<file path="src/rtl/jsd_pkg.sv">
package jsd_pkg;

    typedef enum logic {CAP_PRIME, CAP_LIVE} cap_state_t;
    typedef enum logic {DEC_IDLE, DEC_GATHER} dec_state_t;
    typedef enum logic {PK_EMPTY, PK_FILL} pk_state_t;

    // Euclid's algorithm, usable in constant expressions
    function automatic int unsigned gcd_u(input int unsigned a, input int unsigned b);
        int unsigned x;
        int unsigned y;
        int unsigned t;
        x = a;
        y = b;
        while (y != 0) begin
            t = x % y;
            x = y;
            y = t;
        end
        return x;
    endfunction

endpackage

</file>
<file path="src/rtl/jsd_capture.sv">
module jsd_capture #(
    parameter int unsigned TAPS  = 0,
    parameter bit          SYNC2 = 1'b0
) (
    input  logic          clk,
    input  logic          rst,
    input  logic [TAPS:0] lanes_in,
    output logic          sample,
    output logic          sample_vld
);
    import jsd_pkg::*;

    localparam int unsigned LANES = TAPS + 1;
    localparam int unsigned LAT   = SYNC2 ? 2 : 1;
    localparam int unsigned PW    = 2;

    cap_state_t       state_q, state_d;
    logic [PW-1:0]    prime_q;
    logic [LANES-1:0] stage1_q;
    logic [LANES-1:0] lane_q;

    // one capture flop per lane; the jittery input is only ever data
    always_ff @(posedge clk) begin
        if (rst) stage1_q <= '0;
        else     stage1_q <= lanes_in;
    end

    generate
        if (SYNC2) begin : g_sync2
            logic [LANES-1:0] stage2_q;
            always_ff @(posedge clk) begin
                if (rst) stage2_q <= '0;
                else     stage2_q <= stage1_q;
            end
            assign lane_q = stage2_q;
        end else begin : g_sync1
            assign lane_q = stage1_q;
        end
    endgenerate

    assign sample = ^lane_q;

    always_ff @(posedge clk) begin
        if (rst) state_q <= CAP_PRIME;
        else     state_q <= state_d;
    end

    always_comb begin
        state_d = state_q;
        unique case (state_q)
            CAP_PRIME: if (prime_q == PW'(LAT - 1)) state_d = CAP_LIVE;
            CAP_LIVE:  state_d = CAP_LIVE;
        endcase
    end

    always_ff @(posedge clk) begin
        if (rst)                     prime_q <= '0;
        else if (state_q == CAP_PRIME) prime_q <= prime_q + 1'b1;
    end

    assign sample_vld = (state_q == CAP_LIVE);

    AST_VLD_STICKY: assert property (@(posedge clk) disable iff (rst)
        sample_vld |=> sample_vld);

    AST_VLD_CLEARED: assert property (@(posedge clk)
        rst |=> !sample_vld);

endmodule

</file>
<file path="src/rtl/jsd_decimator.sv">
module jsd_decimator #(
    parameter int unsigned DECIM = 217
) (
    input  logic clk,
    input  logic rst,
    input  logic sample,
    input  logic sample_vld,
    output logic bit_out,
    output logic bit_vld
);
    import jsd_pkg::*;

    localparam int unsigned CW = $clog2(DECIM);

    dec_state_t    state_q, state_d;
    logic [CW-1:0] cnt_q;
    logic          acc_q;
    logic          last_smp;

    assign last_smp = sample_vld && (cnt_q == CW'(DECIM - 1));

    always_ff @(posedge clk) begin
        if (rst) state_q <= DEC_IDLE;
        else     state_q <= state_d;
    end

    always_comb begin
        state_d = state_q;
        unique case (state_q)
            DEC_IDLE:   if (sample_vld) state_d = DEC_GATHER;
            DEC_GATHER: if (last_smp)   state_d = DEC_IDLE;
        endcase
    end

    always_ff @(posedge clk) begin
        if (rst) begin
            cnt_q   <= '0;
            acc_q   <= 1'b0;
            bit_out <= 1'b0;
            bit_vld <= 1'b0;
        end else begin
            bit_vld <= 1'b0;
            unique case (state_q)
                DEC_IDLE: begin
                    if (sample_vld) begin
                        acc_q <= sample;
                        cnt_q <= CW'(1);
                    end
                end
                DEC_GATHER: begin
                    if (last_smp) begin
                        bit_out <= acc_q ^ sample;
                        bit_vld <= 1'b1;
                        acc_q   <= 1'b0;
                        cnt_q   <= '0;
                    end else if (sample_vld) begin
                        acc_q <= acc_q ^ sample;
                        cnt_q <= cnt_q + 1'b1;
                    end
                end
            endcase
        end
    end

    AST_BIT_PULSE: assert property (@(posedge clk) disable iff (rst)
        bit_vld |=> !bit_vld);

    AST_BIT_NEEDS_SAMPLE: assert property (@(posedge clk) disable iff (rst)
        bit_vld |-> $past(sample_vld));

    AST_BIT_HOLD: assert property (@(posedge clk) disable iff (rst)
        !bit_vld |-> $stable(bit_out));

    AST_DEC_CLEARED: assert property (@(posedge clk)
        rst |=> (!bit_vld && !bit_out));

endmodule

</file>
<file path="src/rtl/jsd_packer.sv">
module jsd_packer #(
    parameter int unsigned BYTE_W = 8
) (
    input  logic              clk,
    input  logic              rst,
    input  logic              bit_in,
    input  logic              bit_vld,
    output logic [BYTE_W-1:0] byte_out,
    output logic              byte_vld
);
    import jsd_pkg::*;

    localparam int unsigned IW = $clog2(BYTE_W);

    pk_state_t         state_q, state_d;
    logic [IW-1:0]     idx_q;
    logic [BYTE_W-1:0] buf_q;
    logic              last_bit;

    assign last_bit = bit_vld && (idx_q == IW'(BYTE_W - 1));

    always_ff @(posedge clk) begin
        if (rst) state_q <= PK_EMPTY;
        else     state_q <= state_d;
    end

    always_comb begin
        state_d = state_q;
        unique case (state_q)
            PK_EMPTY: if (bit_vld)  state_d = PK_FILL;
            PK_FILL:  if (last_bit) state_d = PK_EMPTY;
        endcase
    end

    always_ff @(posedge clk) begin
        if (rst) begin
            idx_q    <= '0;
            buf_q    <= '0;
            byte_out <= '0;
            byte_vld <= 1'b0;
        end else begin
            byte_vld <= 1'b0;
            unique case (state_q)
                PK_EMPTY: begin
                    if (bit_vld) begin
                        buf_q[0] <= bit_in;
                        idx_q    <= IW'(1);
                    end
                end
                PK_FILL: begin
                    if (last_bit) begin
                        byte_out <= {bit_in, buf_q[BYTE_W-2:0]};
                        byte_vld <= 1'b1;
                        idx_q    <= '0;
                    end else if (bit_vld) begin
                        buf_q[idx_q] <= bit_in;
                        idx_q        <= idx_q + 1'b1;
                    end
                end
            endcase
        end
    end

    AST_BYTE_PULSE: assert property (@(posedge clk) disable iff (rst)
        byte_vld |=> !byte_vld);

    AST_BYTE_AFTER_BIT: assert property (@(posedge clk) disable iff (rst)
        byte_vld |-> $past(bit_vld));

    AST_BYTE_HOLD: assert property (@(posedge clk) disable iff (rst)
        !byte_vld |-> $stable(byte_out));

endmodule

</file>
<file path="src/rtl/jitter_sampler.sv">
module jitter_sampler #(
    parameter int unsigned DECIM  = 217,
    parameter int unsigned MULT   = 43,
    parameter int unsigned TAPS   = 0,
    parameter bit          SYNC2  = 1'b0,
    parameter int unsigned BYTE_W = 8
) (
    input  logic              clk,
    input  logic              rst,
    input  logic [TAPS:0]     jit_in,
    output logic              rnd_bit,
    output logic              bit_valid,
    output logic [BYTE_W-1:0] rnd_byte,
    output logic              byte_valid
);
    // reject ratios whose reference edges do not spread evenly
    generate
        if (jsd_pkg::gcd_u(2 * MULT, DECIM) != 1) begin : g_bad_ratio
            $error("jitter_sampler: gcd(2*MULT, DECIM) must equal 1");
        end
        if (DECIM < 2) begin : g_bad_decim
            $error("jitter_sampler: DECIM must be at least 2");
        end
    endgenerate

    logic smp;
    logic smp_vld;

    jsd_capture #(
        .TAPS  (TAPS),
        .SYNC2 (SYNC2)
    ) u_capture (
        .clk        (clk),
        .rst        (rst),
        .lanes_in   (jit_in),
        .sample     (smp),
        .sample_vld (smp_vld)
    );

    jsd_decimator #(
        .DECIM (DECIM)
    ) u_decim (
        .clk        (clk),
        .rst        (rst),
        .sample     (smp),
        .sample_vld (smp_vld),
        .bit_out    (rnd_bit),
        .bit_vld    (bit_valid)
    );

    jsd_packer #(
        .BYTE_W (BYTE_W)
    ) u_pack (
        .clk      (clk),
        .rst      (rst),
        .bit_in   (rnd_bit),
        .bit_vld  (bit_valid),
        .byte_out (rnd_byte),
        .byte_vld (byte_valid)
    );

endmodule

</file>
<file path="config.mk">
export PLATFORM = sky130hd
export DESIGN_NAME = jitter_sampler
export DESIGN_NICKNAME = d
export VERILOG_FILES = /design/src/rtl/jsd_pkg.sv /design/src/rtl/jsd_capture.sv /design/src/rtl/jsd_decimator.sv /design/src/rtl/jsd_packer.sv /design/src/rtl/jitter_sampler.sv
export SDC_FILE = /design/constraint.sdc
export NUM_CORES = 1
export LEC_CHECK = 0
export BUFFER_PORTS_ARGS = -buffer_cell sky130_fd_sc_hd__buf_2
export CAP_MARGIN = 0
export CORE_UTILIZATION = 35
export DETAILED_ROUTE_END_ITERATION = 6
export PLACE_DENSITY_LB_ADDON = 0.05
export SYNTH_ARGS = -nofsm -noshare
export SYNTH_HDL_FRONTEND = slang
export SYNTH_SLANG_ARGS = --single-unit
</file>
<file path="constraint.sdc">
create_clock -name clk -period 1.5 [get_ports clk]
set_input_delay 0.375 -clock clk [delete_from_list [all_inputs] [get_ports clk]]
set_output_delay 0.375 -clock clk [all_outputs]
set_load 0.02 [all_outputs]
</file>
---- After elaboration in Yosys (flattened, before gate mapping) ----
Index checks and enable logic that the tools add are counted.
word-level totals
  register bits ........................... 37
  bits of input ports ..................... 3
  output and inout bits ................... 11
  logic and storage cells ................. 73
operators by class
  add/subtract/negate cells ............... 3
  magnitude comparators ................... 2
  eq/ne operators ......................... 8
  multiplexer cells ....................... 29
  bitwise gates (word level) .............. 5
  reductions and logical operators ........ 12
operators with widths
  cell                                                                                 number
  8-bit 2-to-1 mux                                                                     3
  8-bit one-hot mux with 2 select lines                                                1
  1-bit 2-to-1 mux                                                                     14
  1-bit one-hot mux with 2 select lines                                                5
  3-bit 2-to-1 mux                                                                     3
  8-bit by 1-bit adder with 8-bit output, second input constant                        1
  8-bit bitwise mux                                                                    1
  8-bit == test, second input constant                                                 1
  2-bit inequality test, second input constant                                         4
  2-bit AND reduction                                                                  4
  3-bit inequality test, second input constant                                         2
  3-bit one-hot mux with 2 select lines                                                1
  3-bit AND reduction                                                                  2
  3-bit by 4-bit less-than comparator with 1-bit output, second input constant         1
  1-bit inverter                                                                       4
  2-bit OR reduction                                                                   2
  3-bit by 1-bit adder with 3-bit output, second input constant                        1
  1-bit demux with 3-bit select                                                        1
  3-bit == test, second input constant                                                 1
  3-bit by 1-bit greater-or-equal comparator with 1-bit output, second input constant  1
  1-bit logical AND                                                                    3
  2-bit by 1-bit adder with 2-bit output, second input constant                        1
  2-bit logical NOT                                                                    1
  1-bit bitwise XOR                                                                    1

---- Longest topological paths before layout ----
Gate-level depths: netlist (run 1).
  depth after elaboration ................. 8
  gate-level depth with buffers ........... 5
  mapped depth without buffers ............ 5

---- Cells and area by module ----
Synthesis (run 1) repeated with hierarchy kept, for this count alone.
unflattened totals
  cells, all modules ...................... 172
  area total of the unflattened synthesis .. 1564.0 µm²
modules (own cells, without submodules)
  module         instances  cells an instance  area an instance (µm²)  seq. area each (µm²)
  jsd_packer     1          94                 830.8                   400.4
  jsd_decimator  1          64                 593.1                   240.2
  jsd_capture    1          14                 140.1                   80.1

---- Worst setup path before layout (run 1) ----
No wires, ideal clock.
  kind .................................... register to register
  from .................................... register u_pack.idx_q[1]
  to ...................................... register u_pack.byte_out[0]
  setup time .............................. 0.060 ns
  arrival ................................. 1.380 ns
  data required time ...................... 1.440 ns
  setup slack ............................. 0.059 ns
  stages on the path, launching flop included .. 6
  path buffers ............................ 0
  period minus slack after synthesis ...... 1.441 ns
  cells stage by stage .................... dfxtp_1 -> ha_1 -> ha_1 -> nand3_1 -> nor2_1 -> a22o_1
between the ends
  word-level cells in the longest chain between the ends .. 3
ends and longest elaborated chain
  item                                  line              RTL
  start: declaration                    jsd_packer.sv:16  logic [IW-1:0] idx_q;
  start signal: assignment              jsd_packer.sv:57  idx_q <= idx_q + 1'b1;
  3-bit == test                         jsd_packer.sv:20  assign last_bit = bit_vld && (idx_q == IW'(BYTE_W - 1));
  1-bit logical AND                     jsd_packer.sv:20
  2-bit AND reduction (no source line)  --
  end signal: assignment                jsd_packer.sv:52  byte_out <= {bit_in, buf_q[BYTE_W-2:0]};
  end: declaration                      jsd_packer.sv:8   output logic [BYTE_W-1:0] byte_out,
No other way between the ends.
A chain may end at the register's enable or synchronous reset.

---- Worst setup path in the final report (run 1) ----
  from .................................... register u_decim.cnt_q[1]
  to ...................................... register u_decim.cnt_q[6]
between the ends
  word-level cells in the longest chain between the ends .. 4
  elaborated cells on any way between the ends .. 8
  classes of those cells .................. add/sub: 1; eq/ne: 2; mux: 3; reduce/logical: 2
ends and longest elaborated chain
  item                                                                                 line                                      RTL
  start: declaration                                                                   jsd_decimator.sv:16                       logic [CW-1:0] cnt_q;
  start signal: assignment                                                             jsd_decimator.sv:58                       cnt_q <= cnt_q + 1'b1;
  8-bit by 1-bit adder with 8-bit output / 8-bit == test (equally long branches)       jsd_decimator.sv:58, jsd_decimator.sv:20
  8-bit 2-to-1 mux / 1-bit logical AND (equally long branches)                         jsd_decimator.sv:56, jsd_decimator.sv:20
  8-bit 2-to-1 mux / 3-bit inequality test (equally long branches)                     --
  8-bit one-hot mux with 2 select lines / 2-bit AND reduction (equally long branches)  --
Several ways; a longest one is shown, not always the timed one. The select of a mux whose other input is x is not followed.

==> metrics.md, run 1 <==
| Metric | Value |
|---|---|
| Startpoint types | `flip-flop` |
| Sink Count | `36` |
| Reg2reg setup slack | `0.08 ns` |
| Synth cell types | `41` |
| Cell count after synthesis | `~150` |
| Clock Tree Buf Depth | `2` |
| Antenna diode instance count | `0` |
| Final worst path period share | `a little over nine tenths` |
| Via-per-instance ratio | `approximately 5.2` |
| Yosys top cell by area | `dfxtp_1` |
| Buffer count from post-CTS setup fixing | `0` |
| P_leak | `0.774 nW` |
| Syn_nets | `161` |
| Detailed-route DRC error count | `0` |
| Vias | `1,191` |
| RSZ-0062 raised after global routing | `true` |
| Synth Flop Type | `dfxtp_1` |
| Rows | `23` |
| Power per cell area | `roughly 1100 mW/mm^2` |
| Largest net degree at the start of global routing | `14` |
| Most frequent cell after synthesis | `dfxtp_1` |
| VDD IR max | `approximately 0.47 mV` |
| Max cap viols | `0` |
| Initial antenna violation count | `0` |
| 1st-iter DRT viols | `64` |
| Clk slew on worst S/H paths | `about 0.070 ns` |
| Worst Path Arrival | `approximately 1.6 ns` |
| CP Max Fanout | `4` |
| Slew Viols, Final | `0` |
| First-pass DRT Iterations | `4` |
| Reg2Reg Depth | `4` |
| CTS tree | `yes` |
| Crit. End Element | `flip-flop` |
| Hold crit path type | `in -> reg` |
| Core area | `0.00412 sq mm` |
| Fin. Hold Viols | `0` |
| Initial Util | `37.3%` |
| Hold Path Sink | `u_capture.sample$_SDFF_PP0_` |
| DR WL/cell | `~13 um` |
| H-Tree Level Count | `2` |
| Worst slew margin | `roughly four fifths` |
| Minimum clock period | `1.42 ns` |
| Root buf cell | `clkbuf_8` |
| Hold_sp | `jit_in` |
| Number of global-route vias before repair | `~1,100` |
| Die W | `about 68 um` |
| Hold Crit Depth | `2` |
| Final net count | `around 190` |
| Die H | `a little under 70 um` |
| Worst-Skew Late Latency | `around 0.28 ns` |
| Max Freq | `between 700 and 800 MHz` |
| Grt total ovfl | `0` |
| Part of the Yosys area used for sequential elements | `approximately 47%` |
| First-pass GRT wire length | `around 5 mm` |
| Number of synthesized flops with an enable pin | `0` |
| I/O pins | `14` |
| Share of layout cells above drive strength 1 | `between 20% and 30%` |
| Area Growth Syn to Fin | `20.7%` |
| Tot Pwr | `just over 2 mW` |
| Synth area leaders | `dfxtp_1 (47%), mux2i_1 (5.2%), a22o_1 (4.6%)` |
| Ys Warns | `0` |
| CTS buffer count | `5` |
| RR Endpoint | `u_decim.cnt_q[6]$_SDFFE_PP0P_` |
| Clock Skew | `0.00566 ns` |
| Status | `finished, final reports clean` |
| Setup TNS | `0 ns` |
| Post-DP HPWL | `between 2 and 2.5 mm` |
| Final Setup Violations | `0` |
| Post-Synthesis Cell Area | `0.00154 sq mm` |
| Yosys reg bits | `36` |
| Port bufs | `13` |
| Drt total wl | `about 3.0 mm` |
| Final hold slack | `around 0.3 ns` |
| Worst setup path category | `reg -> reg` |
| Antenna viol nets, final | `0` |
| Area share of the largest cell type after synthesis | `about 47%` |
| Synth async-reset ratio | `0%` |
| Routability cong. | `about 0.79` |
| CP required | `approximately 1.7 ns` |
| DIE AREA | `between 0.004 and 0.005 sq mm` |
| Post-synth top cells | `dfxtp_1 (36), nand2b_1 (10), nor2_1 (9)` |
| Syn_area_per_cell | `10.0 sq um` |
| Total Routing Usage GR | `14.8%` |
| Reg2Reg Launch Point | `u_decim.cnt_q[1]$_SDFFE_PP0P_` |
| Worst-Margin Slew | `around 0.31 ns` |
-- per-layer routing --
metal / vias to the layer above / track usage (%) / routed length, um
li1: 598 / - / -
met1: 568 / 21.5 / 1640
met2: 20 / 19.4 / 1160
met3: 5 / 3.50 / 107
met4: 0 / 8.59 / 53
met5: - / 0 / 0
-- how the worst max path moves through the flow --
| stage | from | end | slack (ns) | cells past startpoint |
|---|---|---|---|---|
| floorplan | u_pack.idx_q[1]$_SDFFE_PP0P_ | u_pack.byte_out[0]$_SDFFE_PP0P_ | 0.06 | 5 |
| global placement | u_pack.idx_q[0]$_SDFFE_PP0P_ | u_pack.buf_q[2]$_SDFFE_PP0P_ | 0.05 | 5 |
| detailed placement | u_pack.idx_q[0]$_SDFFE_PP0P_ | u_pack.buf_q[2]$_SDFFE_PP0P_ | 0.02 | 5 |
| CTS | u_pack.idx_q[0]$_SDFFE_PP0P_ | u_pack.buf_q[2]$_SDFFE_PP0P_ | 0.006 | 5 |
| global route | u_pack.idx_q[1]$_SDFFE_PP0P_ | u_pack.byte_out[0]$_SDFFE_PP0P_ | -0.01 | 6 |
| finish | u_decim.cnt_q[1]$_SDFFE_PP0P_ | u_decim.cnt_q[6]$_SDFFE_PP0P_ | 0.08 | 4 |
-- what timing repair did --
action | in CTS | in global routing
hold buffers | 0 | 0
resized for setup | 0 | 6
setup endpoints to repair | 0 | 16
-- state kept, by name, summed over array words and instances (netlist names), 2 cells and up --
name	flops
u_pack.idx_q	3
u_capture.prime_q	2
u_pack.byte_out	8
u_pack.buf_q	7
u_decim.cnt_q	8
-- report_power, final --
| part | total (mW) | internal (mW) | switching, mW |
|---|---|---|---|
| logic | 0.172 | 0.0773 | 0.0943 |
| registers | 1.03 | 0.991 | 0.0392 |
| clock network | 0.834 | 0.493 | 0.341 |
-- area by class of cell --
cell class	count	area (sq um)
timing repair buffer	26	163
inverter	6	22.5
clock buffer	6	72.6
fill	411	2260
tap	50	62.6
sequential	36	723
clock inverter	2	35.0
multi-input combinational	103	774
-- kinds of logic (layout without fill, tap and decap cells) --
family / count (synthesis) / count (layout) / synth area share [%]
XOR/XNOR: 5 / 5 / 2.85
adder cells (fa/ha/maj): 5 / 5 / 4.07
multiplexers: 8 / 8 / 5.22
flip-flops: 36 / 36 / 46.9
AND/OR/NAND/NOR: 53 / 53 / 20.8
AO/OA/AOI/OAI: 32 / 32 / 16.3
buffers and inverters: 14 / 40 / 3.83
-- critical path: stages, from the launching register on --
cell	delay [ns]
dfxtp_1	0.38
ha_1	0.21
nand4_2	0.15
or3_1	0.38
a221oi_2	0.22
-- metrics by stage --
step / utilization [%] / instances / instance area (sq um) / worst slack (ns)
3_5_place_dp: 41.9 / 221 / 1720 / 0.0222
5_1_grt: 45.0 / 229 / 1850 / -0.0110
6_report: 45.0 / 229 / 1850 / 0.0765
3_3_place_gp: 41.9 / 221 / 1720 / 0.0543
4_1_cts: 44.5 / 229 / 1830 / 0.00646
2_1_floorplan: - / 153 / 1540 / 0.0595
-- layout by cell type (no fill, tap or decap), types with 2 or more instances in the layout --
cell      instances
a21oi_1           5
a22o_1            8
nand3_1           3
nand4b_1          2
nand4_1           5
nor3_1            2
nand2_1           6
nor2b_1           4
xor2_1            5
dfxtp_1          34
dfxtp_2           2
and3b_1           3
a211oi_1          3
buf_2            13
nor2_1            8
o21ai_0           3
ha_1              4
inv_1             6
or3_1             3
buf_4            13
mux2i_1           8
nand2b_1         10
clkbuf_8          5
a221oi_2          3
Note: power is estimated with default switching activity, not from simulation.
==> run 2: changes to the inputs <==
- clock period: 1.5 -> 1.55 ns (I/O delays scaled with it)
==> run 2 against run 1 <==
Critical path depth stayed put. Combinational power is 5% lower. Wire length increased by 0.71%. Non-clock buffer count shrank 1. Highest routed layer unchanged. Critical path type unchanged.
==> metrics.md, run 2 (synthesis gave the netlist of run 1 again) <==
| Metric | Value |
|---|---|
| Hold_sp | `jit_in` |
| Port bufs | `13 (unchanged)` |
| Reg2Reg Depth | `4 (unchanged)` |
| Number of global-route vias before repair | `1,094 (+3.4%)` |
| Antenna viol nets, final | `0 (unchanged)` |
| Setup TNS | `0 ns (unchanged)` |
| Hold Path Sink | `u_capture.sample$_SDFF_PP0_` |
| Die H | `68.2 um (unchanged)` |
| Biggest regs | `u_decim.cnt_q: 8 flops, u_pack.byte_out: 8 flops, u_pack.buf_q: 7 flops` |
| Initial Util | `37.3% (unchanged)` |
| Final worst path period share | `93.9% (-0.98 points)` |
| Worst Path Arrival | `1.66 ns (+0.04 ns)` |
| Startpoint types | `flip-flop` |
| Final Setup Violations | `0 (unchanged)` |
| Core area | `0.00412 sq mm (unchanged)` |
| DIE AREA | `0.00466 sq mm (unchanged)` |
| Clock Skew | `0.00377 ns (-0.00189 ns)` |
| Worst setup path category | `reg -> reg` |
| Post-DP HPWL | `2.14 mm (+3.9%)` |
| Via-per-instance ratio | `5.13 (-1.3%)` |
| Crit path buf inv count | `0 (unchanged)` |
| Worst-Margin Slew | `0.285 ns (-0.0224 ns)` |
| CP Max Fanout | `4 (unchanged)` |
| RR Endpoint | `u_decim.cnt_q[6]$_SDFFE_PP0P_` |
| Delay of the slowest critical-path stage | `0.39 ns (about the same)` |
| H-Tree Level Count | `2 (unchanged)` |
| Area Growth Syn to Fin | `18.8%` |
| Cell Chain, Critical Path | `ha_1 -> nand4_2 -> or3_1 -> a221oi_2` |
| Status | `finished, final reports clean` |
| Antenna diode instance count | `0 (unchanged)` |
| # hold bufs at CTS | `0 (unchanged)` |
| VDD IR max | `0.373 mV (-20%)` |
| 1st-iter DRT viols | `55 (-14%)` |
| First-pass GRT wire length | `5.08 mm (+1.4%)` |
| Final net count | `185 (-0.54%)` |
| Most frequent cells in the layout | `dfxtp_1 (35), buf_2 (13), buf_4 (12), nand2b_1 (10), nor2_1 (9)` |
| CTS buffer count | `5 (unchanged)` |
| Hold Crit Depth | `2 (unchanged)` |
| Most common cell after layout, fill and taps aside | `dfxtp_1` |
| Reg2Reg Launch Point | `u_decim.cnt_q[0]$_SDFFE_PP0P_` |
| Initial antenna violation count | `0 (unchanged)` |
| Reg2reg setup slack | `0.09 ns (+0.02 ns)` |
| Grt total ovfl | `0 (unchanged)` |
| Max cap viols | `0 (unchanged)` |
| Max Freq | `687 MHz (-2.2%)` |
| Power per cell area | `1030 mW/mm^2 (-6.5%)` |
| CP required | `1.76 ns (+0.06 ns)` |
| CTS tree | `yes` |
| Fin. Hold Viols | `0 (unchanged)` |
| Share of layout cells above drive strength 1 | `22.0% (-2.0 points)` |
| Hold crit path type | `in -> reg` |
| Root buf cell | `clkbuf_8` |
| Worst-Skew Late Latency | `0.29 ns (about the same)` |
| Rows | `23 (unchanged)` |
| Slew Viols, Final | `0 (unchanged)` |
| RSZ-0062 raised after global routing | `false` |
| Vias | `1,165 (-2.2%)` |
| Detailed-route DRC error count | `0 (unchanged)` |
| DR WL/cell | `13.1 um (+1.6%)` |
| Clk slew on worst S/H paths | `0.07 ns (about the same)` |
| Die W | `68.2 um (unchanged)` |
| Total Routing Usage GR | `15.2% (+0.45 points)` |
| Slowest CP cell | `dfxtp_1` |
| I/O pins | `14 (unchanged)` |
| Largest net degree at the start of global routing | `14 (unchanged)` |
| Design area | `0.00182 sq mm (-1.6%)` |
| Clock Tree Buf Depth | `2 (unchanged)` |
| CP top delay family | `simple AND/OR/NAND/NOR gates` |
| Dpl cell area | `0.00172 sq mm (-0.43%)` |
| Crit. End Element | `flip-flop` |
| P_leak | `0.765 nW (-1.1%)` |
| Routability cong. | `0.796 (+0.42%)` |
| Minimum clock period | `1.46 ns (+0.0322 ns)` |
| Drt total wl | `2.98 mm (+0.71%)` |
| First-pass DRT Iterations | `4 (unchanged)` |
| Worst slew margin | `80.8% (+1.3 points)` |
| Sink Count | `36 (unchanged)` |
==> run 2: final cells by class <==
cell class | instances | area [sq um]
fillers | 416 | 2290
multi-input cells | 103 | 766
flip-flops and latches | 36 | 722
repair buffers | 25 | 155
clock buffers | 7 | 96.3
well taps | 50 | 62.6
inverters | 6 | 22.5
==> run 2: worst max-delay path by stage <==
stage                                  startpoint                              end  slack, ns  cells past startpoint
global route        u_decim.cnt_q[0]$_SDFFE_PP0P_     u_decim.bit_out$_SDFFE_PP0P_      0.009                      5
detailed placement   u_pack.idx_q[0]$_SDFFE_PP0P_     u_pack.buf_q[2]$_SDFFE_PP0P_       0.07                      5
finish              u_decim.cnt_q[0]$_SDFFE_PP0P_    u_decim.cnt_q[6]$_SDFFE_PP0P_       0.09                      4
global placement     u_pack.idx_q[0]$_SDFFE_PP0P_     u_pack.buf_q[2]$_SDFFE_PP0P_       0.11                      5
floorplan            u_pack.idx_q[1]$_SDFFE_PP0P_  u_pack.byte_out[0]$_SDFFE_PP0P_       0.11                      5
CTS                  u_pack.idx_q[0]$_SDFFE_PP0P_     u_pack.buf_q[2]$_SDFFE_PP0P_       0.06                      5
==> run 2: routing by layer <==
layer  part of all wire, %  vias to the layer above  GRT usage [%]
met5                     0                        -              0
met4                   2.6                        0           10.2
met3                   3.2                        7           3.50
met2                    40                       21           20.3
met1                    54                      534           21.3
li1                      -                      603              -
==> run 2: through the flow <==
stage / utilization (%) / setup WS, ns / hold WS, ns / total power [mW] / std cells
after floorplan: - / 0.109 / 0.442 / 1.13 / 153
after global placement: 41.7 / 0.109 / 0.452 / 1.17 / 220
after detailed placement: 41.7 / 0.0704 / 0.457 / 1.18 / 220
final: 44.3 / 0.0943 / 0.305 / 1.87 / 227
after CTS: 44.1 / 0.0604 / 0.298 / 1.90 / 227
after global routing: 44.3 / 0.00914 / 0.324 / 1.97 / 227
==> run 2: timing repair <==
action,in CTS,in global routing
gates resized for setup,0,3
setup endpoints to repair,0,12
setup buffers,0,0
==> run 2: power by group <==
group / internal (mW) / switching [mW]
clock network: 0.396 / 0.318
registers: 0.959 / 0.0381
logic: 0.0743 / 0.0891
total: 1.43 / 0.445
==> run 3: changes to the inputs <==
- ABC_AREA: not set -> 1
==> run 3 against run 2 <==
Die area decreased by 2.1%. Setup slack improved by 0.064 ns. Non-clock buffer count decreased by 7. Maximum frequency increased by 4.6%. Largest cell class is now registers.
==> metrics.md, run 3 <==
| Metric | Value |
|---|---|
| Status | `finished, final reports clean` |
| RR Endpoint | `u_pack.buf_q[3]$_SDFFE_PP0P_` |
| CTS tree | `yes` |
| RSZ-0062 raised after global routing | `false` |
| Clock Skew | `0.00392 ns (+0.000157 ns)` |
| Yosys reg bits | `36 (unchanged)` |
| VDD IR max | `0.467 mV (+25%)` |
| Clk slew on worst S/H paths | `0.07 ns (about the same)` |
| Reg2Reg Launch Point | `u_pack.idx_q[0]$_SDFFE_PP0P_` |
| Worst slew margin | `83.4% (+2.6 points)` |
| Post-DP HPWL | `2.17 mm (+1.3%)` |
| Largest net degree at the start of global routing | `15 (+1)` |
| Worst Path Arrival | `1.58 ns (-0.08 ns)` |
| Crit. End Element | `flip-flop` |
| Most frequent cell after synthesis | `nand2_1` |
| Core area | `0.00406 sq mm (-1.4%)` |
| Final worst path period share | `89.8% (-4.1 points)` |
| Post-synth top cells | `nand2_1 (47), dfxtp_1 (36), nor2_1 (28)` |
| Final hold slack | `0.313 ns (+0.00791 ns)` |
| Cell count after synthesis | `202 (+32%)` |
| Hold crit path type | `in -> reg` |
| Reg2Reg Depth | `8 (+4)` |
| DIE AREA | `0.00456 sq mm (-2.1%)` |
| Synth area leaders | `dfxtp_1 (48%), nand2_1 (12%), nor2_1 (7.0%)` |
| Root buf cell | `clkbuf_8` |
| Syn_area_per_cell | `7.43 sq um (-26%)` |
| Grt total ovfl | `0 (unchanged)` |
| Die H | `67.5 um (-1.1%)` |
| Final net count | `232 (+25%)` |
| Part of the Yosys area used for sequential elements | `48.0% (+1.1 points)` |
| Biggest regs | `u_decim.cnt_q: 8 flops, u_pack.byte_out: 8 flops, u_pack.buf_q: 7 flops` |
| Synth async-reset ratio | `0% (unchanged)` |
| Post-Synthesis Cell Area | `0.00150 sq mm (-2.2%)` |
| I/O pins | `14 (unchanged)` |
| Detailed-route DRC error count | `0 (unchanged)` |
| Die W | `67.5 um (-1.1%)` |
| Antenna viol nets, final | `0 (unchanged)` |
| Area share of the largest cell type after synthesis | `48.0% (+1.1 points)` |
| Number of global-route vias before repair | `1,145 (+4.7%)` |
| Max cap viols | `0 (unchanged)` |
| Worst-Margin Slew | `0.247 ns (-0.0383 ns)` |
| Synth cell types | `20 (-51%)` |
| Startpoint types | `flip-flop` |
| DR WL/cell | `10.3 um (-21%)` |
| CTS buffer count | `5 (unchanged)` |
| Tot Pwr | `1.77 mW (-5.5%)` |
| Synth Flop Type | `dfxtp_1` |
| Power per cell area | `1010 mW/mm^2 (-1.6%)` |
| 1st-iter DRT viols | `57 (+3.6%)` |
| Buffer count from post-CTS setup fixing | `0 (unchanged)` |
| Vias | `1,269 (+8.9%)` |
| CP Max Fanout | `6 (+2)` |
| Max Freq | `718 MHz (+4.6%)` |
| Number of synthesized flops with an enable pin | `0 (unchanged)` |
| Port bufs | `13 (unchanged)` |
| Routability cong. | `0.806 (+1.3%)` |
| Drt total wl | `2.84 mm (-4.8%)` |
| Minimum clock period | `1.39 ns (-0.0636 ns)` |
| Syn_nets | `210 (+30%)` |
| Most common cell after layout, fill and taps aside | `nand2_1` |
| Rows | `23 (unchanged)` |
| Initial antenna violation count | `0 (unchanged)` |
| Initial Util | `37.0% (-0.30 points)` |
| Sink Count | `36 (unchanged)` |
| Setup TNS | `0 ns (unchanged)` |
| Yosys top cell by area | `dfxtp_1` |
| Hold Crit Depth | `3 (+1)` |
| Hold Path Sink | `u_capture.sample$_SDFF_PP0_` |
| Slew Viols, Final | `0 (unchanged)` |
| Total Routing Usage GR | `14.9% (-0.36 points)` |
| First-pass GRT wire length | `5.03 mm (-0.95%)` |
| Final Setup Violations | `0 (unchanged)` |
| Share of layout cells above drive strength 1 | `16.9% (-5.1 points)` |
| Reg2reg setup slack | `0.16 ns (+0.06 ns)` |
| Hold_sp | `jit_in` |
| Via-per-instance ratio | `4.61 (-10%)` |
| First-pass DRT Iterations | `4 (unchanged)` |
| Worst-Skew Late Latency | `0.28 ns (about the same)` |
| P_leak | `0.763 nW (-0.28%)` |
| CP required | `1.74 ns (-0.02 ns)` |
| Most frequent cells in the layout | `nand2_1 (47), dfxtp_1 (36), nor2_1 (27), inv_1 (23), nand3_1 (16)` |
| Fin. Hold Viols | `0 (unchanged)` |
| Ys Warns | `0 (unchanged)` |
| H-Tree Level Count | `2 (unchanged)` |
| Area Growth Syn to Fin | `16.7%` |
| Clock Tree Buf Depth | `2 (unchanged)` |
| Worst setup path category | `reg -> reg` |
| Antenna diode instance count | `0 (unchanged)` |
-- run 3: how the worst max path moves through the flow --
stage,from,to,slack (ns),depth (start not counted)
global placement,u_pack.idx_q[0]$_SDFFE_PP0P_,u_pack.idx_q[0]$_SDFFE_PP0P_,0.11,7
detailed placement,u_pack.idx_q[0]$_SDFFE_PP0P_,u_pack.idx_q[0]$_SDFFE_PP0P_,0.06,7
CTS,u_pack.idx_q[0]$_SDFFE_PP0P_,u_pack.idx_q[0]$_SDFFE_PP0P_,0.05,7
floorplan,u_pack.idx_q[1]$_SDFFE_PP0P_,u_pack.byte_out[7]$_SDFFE_PP0P_,0.22,7
global route,u_pack.idx_q[0]$_SDFFE_PP0P_,u_pack.idx_q[0]$_SDFFE_PP0P_,0.04,7
finish,u_pack.idx_q[0]$_SDFFE_PP0P_,u_pack.buf_q[3]$_SDFFE_PP0P_,0.16,8
-- run 3: worst max-delay path: stages (launching register included) --
cell and delay (ns):
dfxtp_1 0.32, ha_1 0.20, ha_1 0.20, inv_2 0.08, nand2_2 0.10, nor3_1 0.22
nand2_1 0.08, nand2_1 0.06, nor2_1 0.04
-- run 3: area by class of cell --
| cell class | count | area [sq um] |
|---|---|---|
| sequential | 36 | 721 |
| multi-input combinational | 136 | 672 |
| clock buffer | 6 | 82.6 |
| fill | 411 | 2310 |
| tap | 50 | 62.6 |
| timing repair buffer | 18 | 103 |
| clock inverter | 2 | 10.0 |
| inverter | 27 | 101 |
-- run 3: routing by layer --
layer | wire (um) | up-vias | track usage, %
met1 | 1520 | 562 | 18.8
met5 | 0 | - | 0
met3 | 105 | 5 | 4.56
met2 | 1170 | 20 | 23.1
met4 | 44 | 0 | 6.38
li1 | - | 682 | -
-- run 3: repair_timing --
| item | 4_1_cts | 5_1_grt |
|---|---|---|
| setup endpoints to repair | 0 | 12 |
| hold buffers | 0 | 0 |
| gates resized for setup | 0 | 5 |
-- run 3: stage by stage --
| step | utilization (%) | instance area (sq um) | std cells | setup slack, ns |
|---|---|---|---|---|
| detailed placement | 40.7 | 1650 | 267 | 0.0646 |
| global route | 43.2 | 1750 | 275 | 0.0446 |
| CTS | 43.0 | 1740 | 275 | 0.0538 |
| global placement | 40.7 | 1650 | 267 | 0.108 |
| floorplan | - | 1500 | 202 | 0.217 |
| finish | 43.2 | 1750 | 275 | 0.158 |
-- run 3: power by group --
part / switching [mW] / internal (mW)
Clock: 0.327 / 0.354
Sequential: 0.0207 / 0.953
Combinational: 0.0716 / 0.0437
-- run 3: logic make-up (layout without fill, tap and decap cells) --
| logic type | after synthesis | in the layout | share of synthesized area (%) |
|---|---|---|---|
| flip-flops | 36 | 36 | 48.0 |
| adder cells (fa/ha/maj) | 5 | 5 | 4.17 |
| AO/OA/AOI/OAI | 24 | 24 | 8.58 |
| XOR/XNOR | 4 | 4 | 2.33 |
| buffers and inverters | 30 | 53 | 7.75 |
| AND/OR/NAND/NOR | 103 | 103 | 29.2 |
